## src/rtl/bsp_pkg.sv

```systemverilog
package bsp_pkg;
  typedef enum logic [1:0] {
    MODE_RUN0  = 2'b00,
    MODE_RUN1  = 2'b01,
    MODE_NODLY = 2'b10,
    MODE_DLY   = 2'b11
  } stop_mode_e;

  function automatic logic is_spi(stop_mode_e m);
    return (m == MODE_NODLY) || (m == MODE_DLY);
  endfunction
endpackage

```

## src/rtl/bsp_clkdiv.sv

```systemverilog
module bsp_clkdiv #(
  parameter int DIV_W = 8
) (
  input  logic             clk_i,
  input  logic             rst_ni,
  input  logic             run_i,
  input  logic [DIV_W-1:0] div_i,
  output logic             tick_o
);
  logic [DIV_W-1:0] cnt_q;

  always_ff @(posedge clk_i or negedge rst_ni) begin
    if (!rst_ni)                  cnt_q <= '0;
    else if (!run_i || cnt_q == '0) cnt_q <= div_i;
    else                          cnt_q <= cnt_q - 1'b1;
  end

  assign tick_o = run_i && (cnt_q == '0);

  // half period never shorter than the programmed value
  p_reload_r4: assert property (@(posedge clk_i) disable iff (!rst_ni)
    run_i && tick_o && $past(run_i) |=> !run_i || cnt_q == $past(div_i));
endmodule

```

## src/rtl/bsp_shifter.sv

```systemverilog
module bsp_shifter #(
  parameter int W = 8
) (
  input  logic         clk_i,
  input  logic         rst_ni,
  input  logic         load_i,
  input  logic [W-1:0] data_i,
  input  logic         shift_i,
  input  logic         sample_i,
  input  logic         miso_i,
  output logic         mosi_o,
  output logic [W-1:0] rx_o
);
  logic [W-1:0] tx_q, rx_q;

  always_ff @(posedge clk_i or negedge rst_ni) begin
    if (!rst_ni) begin
      tx_q <= '0;
      rx_q <= '0;
    end else if (load_i) begin
      tx_q <= data_i;
      rx_q <= '0;
    end else begin
      if (shift_i)  tx_q <= {tx_q[W-2:0], 1'b0};
      if (sample_i) rx_q <= {rx_q[W-2:0], miso_i};
    end
  end

  assign mosi_o = tx_q[W-1];
  assign rx_o   = rx_q;

  p_load_alone_r9: assert property (@(posedge clk_i) disable iff (!rst_ni)
    load_i |-> !shift_i && !sample_i);
  p_hold_r9: assert property (@(posedge clk_i) disable iff (!rst_ni)
    !load_i && !shift_i |=> $stable(mosi_o));
endmodule

```

## src/rtl/bsp_spi_master.sv

```systemverilog
module bsp_spi_master
  import bsp_pkg::*;
#(
  parameter int W     = 8,
  parameter int DIV_W = 8
) (
  input  logic             clk_i,
  input  logic             rst_ni,
  input  logic [1:0]       cfg_stop_mode_i,
  input  logic             cfg_cpol_i,
  input  logic [DIV_W-1:0] cfg_div_i,
  input  logic [W-1:0]     tx_word_i,
  input  logic             tx_load_i,
  output logic [W-1:0]     rx_word_o,
  output logic             busy_o,
  output logic             done_o,
  output logic             sclk_o,
  output logic             fsel_no,
  output logic             mosi_o,
  input  logic             miso_i
);
  localparam int EDGES = 2 * W;
  localparam int CNT_W = $clog2(EDGES + 1);
  localparam logic [CNT_W-1:0] LAST = CNT_W'(EDGES);

  logic             busy_q, done_q, sclk_q, dly_q, cpol_q;
  logic [DIV_W-1:0] div_q;
  logic [CNT_W-1:0] edge_q;
  logic [W-1:0]     rx_word_q, rx_sr;
  logic             load_go, tick, in_edges, sample_go, shift_go, finish;

  assign load_go  = tx_load_i && !busy_q && is_spi(stop_mode_e'(cfg_stop_mode_i));
  assign in_edges = busy_q && (edge_q < LAST);
  // delay mode: capture on even index (1st,3rd..), else odd index
  assign sample_go = tick && in_edges && (dly_q ? !edge_q[0] : edge_q[0]);
  assign shift_go  = tick && in_edges &&
                     (dly_q ? edge_q[0] : (!edge_q[0] && edge_q != '0));
  assign finish    = tick && busy_q && (edge_q == LAST);

  bsp_clkdiv #(.DIV_W(DIV_W)) u_div (
    .clk_i  (clk_i),
    .rst_ni (rst_ni),
    .run_i  (busy_q),
    .div_i  (busy_q ? div_q : cfg_div_i),
    .tick_o (tick)
  );

  bsp_shifter #(.W(W)) u_shift (
    .clk_i    (clk_i),
    .rst_ni   (rst_ni),
    .load_i   (load_go),
    .data_i   (tx_word_i),
    .shift_i  (shift_go),
    .sample_i (sample_go),
    .miso_i   (miso_i),
    .mosi_o   (mosi_o),
    .rx_o     (rx_sr)
  );

  always_ff @(posedge clk_i or negedge rst_ni) begin
    if (!rst_ni) begin
      busy_q    <= 1'b0;
      done_q    <= 1'b0;
      sclk_q    <= 1'b0;
      dly_q     <= 1'b0;
      cpol_q    <= 1'b0;
      div_q     <= '0;
      edge_q    <= '0;
      rx_word_q <= '0;
    end else begin
      done_q <= finish;
      if (load_go) begin
        busy_q <= 1'b1;
        dly_q  <= cfg_stop_mode_i[0];
        cpol_q <= cfg_cpol_i;
        sclk_q <= cfg_cpol_i;
        div_q  <= cfg_div_i;
        edge_q <= '0;
      end else if (finish) begin
        busy_q    <= 1'b0;
        rx_word_q <= rx_sr;
      end else if (tick && in_edges) begin
        sclk_q <= ~sclk_q;
        edge_q <= edge_q + 1'b1;
      end
    end
  end

  assign busy_o    = busy_q;
  assign done_o    = done_q;
  assign fsel_no   = ~busy_q;
  assign sclk_o    = busy_q ? sclk_q : cfg_cpol_i;
  assign rx_word_o = rx_word_q;

  p_done_pulse_r8: assert property (@(posedge clk_i) disable iff (!rst_ni)
    done_o |=> !done_o);
  p_rx_hold_r8: assert property (@(posedge clk_i) disable iff (!rst_ni)
    !done_o |-> $stable(rx_word_o));
  p_off_mode_r2: assert property (@(posedge clk_i) disable iff (!rst_ni)
    tx_load_i && !busy_o && !cfg_stop_mode_i[1] |=> !busy_o);
  p_idle_end_r3: assert property (@(posedge clk_i) disable iff (!rst_ni)
    $fell(busy_o) |-> $past(sclk_q) == cpol_q);
  p_edge_bound_r3: assert property (@(posedge clk_i) disable iff (!rst_ni)
    busy_q |-> edge_q <= LAST);
  p_done_ends_r10: assert property (@(posedge clk_i) disable iff (!rst_ni)
    done_o |-> !busy_o && $past(busy_o));
endmodule

```

## config.mk

```make
export PLATFORM = sky130hd
export DESIGN_NAME = bsp_spi_master
export DESIGN_NICKNAME = d
export VERILOG_FILES = /design/src/rtl/bsp_pkg.sv /design/src/rtl/bsp_clkdiv.sv /design/src/rtl/bsp_shifter.sv /design/src/rtl/bsp_spi_master.sv
export SDC_FILE = /design/constraint.sdc
export NUM_CORES = 1
export LEC_CHECK = 0
export CAP_MARGIN = 20
export CELL_PAD_IN_SITES_DETAIL_PLACEMENT = 1
export CELL_PAD_IN_SITES_GLOBAL_PLACEMENT = 2
export CORE_MARGIN = 3
export CORE_UTILIZATION = 40
export DETAILED_ROUTE_END_ITERATION = 6
export DONT_BUFFER_PORTS = 1
export PLACE_DENSITY_LB_ADDON = 0.1
export SYNTH_ARGS = -nofsm -noshare
export SYNTH_HDL_FRONTEND = slang
export SYNTH_SLANG_ARGS = --single-unit
```

## constraint.sdc

```tcl
create_clock -name clk_i -period 5.6 [get_ports clk_i]
set_clock_uncertainty 0.15 [all_clocks]
set_input_delay 0.28 -clock clk_i [delete_from_list [all_inputs] [get_ports clk_i]]
set_output_delay 0.28 -clock clk_i [all_outputs]
set_load 0.01 [all_outputs]
```

==> impl_metrics.prom <==
# TYPE chip_impl_metric gauge
chip_impl_info{name="cts_tree",value="yes"} 1
chip_impl_metric{name="drt_pre_antenna_iters",unit=""} 4
chip_impl_metric{name="globalRouteOverflowTotal",unit=""} 0
chip_impl_metric{name="clock_insertion_delay_worst_skew",unit="ns"} 0.31
chip_impl_metric{name="wire_per_inst",unit="µm"} 17.4
chip_impl_metric{name="layout.nets",unit=""} 273
chip_impl_info{name="hold_path_end",value="u_shift.tx_q[7]"} 1
chip_impl_info{name="synth_top_cells_by_count",value="sky130_fd_sc_hd__dfrtp_1, sky130_fd_sc_hd__nand2_1, sky130_fd_sc_hd__o21ai_0, sky130_fd_sc_hd__nor2_1, sky130_fd_sc_hd__mux2_2"} 1
chip_impl_metric{name="ratio_of_cells_with_drive_above_1_in_the_final_layout",unit=""} 0.113
chip_impl_metric{name="pre_cts_ws",unit="ns"} 3.01
chip_impl_info{name="outcome",value="finished clean"} 1
chip_impl_metric{name="edff_count_synth",unit=""} 0
chip_impl_metric{name="cts.htree.levels",unit=""} 2
chip_impl_metric{name="num-fill-cells",unit=""} 654
chip_impl_metric{name="finalPower",unit="W"} 0.000755
chip_impl_metric{name="maxSlewViolCount",unit=""} 0
chip_impl_info{name="worstSetupEndpointType",value="flop"} 1
chip_impl_info{name="timing.critical_path.max_delay_family",value="simple AND/OR/NAND/NOR gates"} 1
chip_impl_metric{name="fin_crit_sh",unit=""} 0.466
chip_impl_metric{name="mappedNetlistArea",unit="mm²"} 0.00235
chip_impl_metric{name="cp_slowest_stage_delay",unit="ns"} 0.71
chip_impl_info{name="holdCritPathClass",value="input port to flop"} 1
chip_impl_metric{name="setup_viol",unit=""} 0
chip_impl_metric{name="die_width",unit="µm"} 82.6
chip_impl_info{name="synth_top_flop_cell",value="sky130_fd_sc_hd__dfrtp_1"} 1
chip_impl_metric{name="flip_flop_and_latch_count_after_synthesis",unit=""} 49
chip_impl_metric{name="critical_path_peak_fanout",unit=""} 13
chip_impl_metric{name="avgSynthCellArea",unit="µm²"} 10.2
chip_impl_metric{name="post-synth-top-area-fraction",unit=""} 0.523
chip_impl_metric{name="synth_instances",unit=""} 231
chip_impl_metric{name="ffs_w_async_s_r_synth",unit=""} 1.00
chip_impl_metric{name="avgViaCountPerCell",unit=""} 5.45
chip_impl_info{name="clock-root-buffer",value="sky130_fd_sc_hd__clkbuf_8"} 1
chip_impl_metric{name="tritoncts_sinks",unit=""} 49
chip_impl_metric{name="total_clock_buffers_created_by_cts",unit=""} 5
chip_impl_metric{name="setup_slack",unit="ns"} 2.99
chip_impl_metric{name="final_period_minus_worst_setup_slack",unit="ns"} 2.61
chip_impl_metric{name="die_height",unit="µm"} 82.6
chip_impl_metric{name="hold-path-cell-count",unit=""} 2
chip_impl_metric{name="area.growth.synth_to_final",unit="%"} 14.2
chip_impl_metric{name="finalWeightedCongestion",unit=""} 0.801
chip_impl_metric{name="max-cap-violations",unit=""} 0
chip_impl_metric{name="antenna_found_initial",unit=""} 0
chip_impl_metric{name="final-hold-violation-count",unit=""} 0
chip_impl_metric{name="cell_leakage_power",unit="nW"} 1.16
chip_impl_metric{name="place.port_buffers",unit=""} 0
chip_impl_metric{name="fp-row-count",unit=""} 27
chip_impl_metric{name="cts-root-to-sink-buffers",unit=""} 2
chip_impl_info{name="worstHoldStart",value="tx_word_i[7]"} 1
chip_impl_metric{name="pin_count_of_the_biggest_net_entering_global_routing",unit=""} 50
chip_impl_metric{name="place.detailed.hpwl",unit="µm"} 3770
chip_impl_info{name="cp_slowest_cell",value="sky130_fd_sc_hd__nor2b_1"} 1
chip_impl_metric{name="pin_count",unit=""} 36
chip_impl_metric{name="clock_slew_at_the_register_clock_pins_of_the_worst_setup_and_hold_paths",unit="ns"} 0.10
chip_impl_metric{name="cp.arrival",unit="ns"} 2.64
chip_impl_metric{name="number_of_antenna_repair_diodes",unit=""} 0
chip_impl_info{name="synth_top_cells_by_area",value="sky130_fd_sc_hd__dfrtp_1, sky130_fd_sc_hd__nand2_1, sky130_fd_sc_hd__mux2_2"} 1
chip_impl_metric{name="r2r_setup_slack",unit="ns"} 2.99
chip_impl_metric{name="power_density",unit="mW/mm²"} 282
chip_impl_metric{name="maxClockFrequency",unit="GHz"} 0.383
chip_impl_metric{name="timing.critical_path.required",unit="ns"} 5.63
chip_impl_info{name="synth_top_area_cell",value="sky130_fd_sc_hd__dfrtp_1"} 1
chip_impl_metric{name="timing.slew.headroom",unit=""} 0.472
chip_impl_metric{name="drt_antenna_net_count",unit=""} 0
chip_impl_info{name="start_kind",value="flop"} 1
chip_impl_metric{name="synth_nets",unit=""} 258
chip_impl_metric{name="cts_setup_buffers",unit=""} 0
chip_impl_metric{name="grt_pass1_wl",unit="µm"} 9470
chip_impl_metric{name="synth.yosys.warnings",unit=""} 0
chip_impl_metric{name="routed_wirelength",unit="µm"} 5540
chip_impl_metric{name="cp.buffers_inverters",unit=""} 0
chip_impl_metric{name="reg2regPathDepth",unit=""} 4
chip_impl_info{name="source_of_the_critical_timing_path",value="busy_o"} 1
chip_impl_metric{name="worst_slew_pin_slew",unit="ns"} 0.790
chip_impl_metric{name="detailroute.via_count",unit=""} 1740
chip_impl_info{name="worst-setup-path-type",value="flop to flop"} 1
chip_impl_metric{name="finalSetupTns",unit="ns"} 0
chip_impl_info{name="critical_path.reg2reg.endpoint",value="u_shift.rx_o[4]"} 1
chip_impl_info{name="crit_path_cell_trace",value="nor2b_1 > and4b_1 > mux2i_1 > nor2_1"} 1
chip_impl_metric{name="globalRouteTotalUtil",unit=""} 0.184
chip_impl_metric{name="core_area",unit="mm²"} 0.00561
chip_impl_metric{name="initial_utilization",unit=""} 0.418
chip_impl_metric{name="synth.yosys.seq_area_share",unit=""} 0.523
chip_impl_metric{name="peak_supply_drop",unit="µV"} 141
chip_impl_metric{name="drt_iter0_markers",unit=""} 78
chip_impl_metric{name="count_of_unique_library_cells_instantiated_by_yosys",unit=""} 40
chip_impl_info{name="synth.most_common_cell",value="sky130_fd_sc_hd__dfrtp_1"} 1
chip_impl_metric{name="grt_pass1_vias",unit=""} 1867
chip_impl_metric{name="drt_drc_violations_left",unit=""} 0
chip_impl_info{name="rsz_0062_raised_after_global_routing",value="no"} 1
chip_impl_info{name="rr_startpoint",value="busy_o"} 1
chip_impl_metric{name="fp.dieArea",unit="mm²"} 0.00682
## metal layers
layer,vias up,share of wire,track usage
li1,837,-,-
met1,870,0.48,0.253
met2,26,0.48,0.291
met3,7,0.036,0.0423
met4,0,0.011,0.0539
met5,-,0,0
## layout by cell type (no fill, tap or decap), types with 2 or more instances in the layout
cell / instances
sky130_fd_sc_hd__dfrtp_1: 49
sky130_fd_sc_hd__nand2_1: 37
sky130_fd_sc_hd__o21ai_0: 22
sky130_fd_sc_hd__dlygate4sd3_1: 18
sky130_fd_sc_hd__nor2_1: 16
sky130_fd_sc_hd__mux2_2: 10
sky130_fd_sc_hd__a21oi_1: 9
sky130_fd_sc_hd__nand4_1: 9
sky130_fd_sc_hd__inv_1: 8
sky130_fd_sc_hd__a31oi_1: 8
sky130_fd_sc_hd__nand3_1: 6
sky130_fd_sc_hd__mux2i_1: 5
sky130_fd_sc_hd__clkbuf_8: 5
sky130_fd_sc_hd__ha_1: 4
sky130_fd_sc_hd__and3_1: 3
sky130_fd_sc_hd__o22ai_1: 3
sky130_fd_sc_hd__xor2_1: 3
sky130_fd_sc_hd__nor2b_1: 2
sky130_fd_sc_hd__o31ai_1: 2
sky130_fd_sc_hd__nor3_1: 2
sky130_fd_sc_hd__nor3b_1: 2
sky130_fd_sc_hd__xnor2_1: 2
## stage by stage
step	cell area, µm²	util	instances	hold slack, ns
floorplan	2350	-	231	-0.166
detailed placement	2370	0.423	292	-0.164
global route	2680	0.478	319	0.0255
CTS	2680	0.478	319	0.00518
finish	2680	0.478	319	0.000351
global placement	2370	0.423	292	-0.164
## worst max path at each step
stage                 endpoint  cells after the start
2_1_floorplan     rx_word_o[0]                      6
3_3_place_gp   u_shift.rx_o[7]                      4
3_5_place_dp   u_shift.rx_o[4]                      4
4_1_cts        u_shift.rx_o[4]                      4
5_1_grt        u_shift.rx_o[7]                      4
6_report       u_shift.rx_o[4]                      4
## kinds of logic after synthesis
kind of cell / count (synthesis) / synth area share
fa+ha+maj: 4 / 0.0213
simple gates: 87 / 0.197
xor+xnor: 5 / 0.0187
flops: 49 / 0.523
buf+inv: 20 / 0.0421
mux: 16 / 0.0741
compound gates: 50 / 0.124
## registers in the layout (all words and copies together) (netlist names)
name          count
u_shift.rx_o      8
sclk_q            1
div_q             8
edge_q            5
u_div.cnt_q       8
dly_q             1
busy_o            1
rx_word_o         8
u_shift.tx_q      8
done_o            1
## power breakdown
part | switching, W | internal [W]
clock network | 0.000131 | 0.0000936
registers | 0.0000405 | 0.000377
logic | 0.0000557 | 0.0000572
## cell type report
class                   instances  area, µm²  area share
repair buffers                 20        215      0.0803
inverters                       8       30.0      0.0112
clock buffers                   5       68.8      0.0257
multi-input cells             162       1020       0.381
clock inverters                 3       28.8      0.0107
well taps                      72       90.1      0.0336
flip-flops and latches         49       1230       0.458
## repair_timing
item                                   4_1_cts  5_1_grt
resized for setup                            0        0
endpoints found under the hold margin       73        0
setup endpoints to repair                    0        0
hold buffers                                19        0
Power figures use the tool's default switching activity.
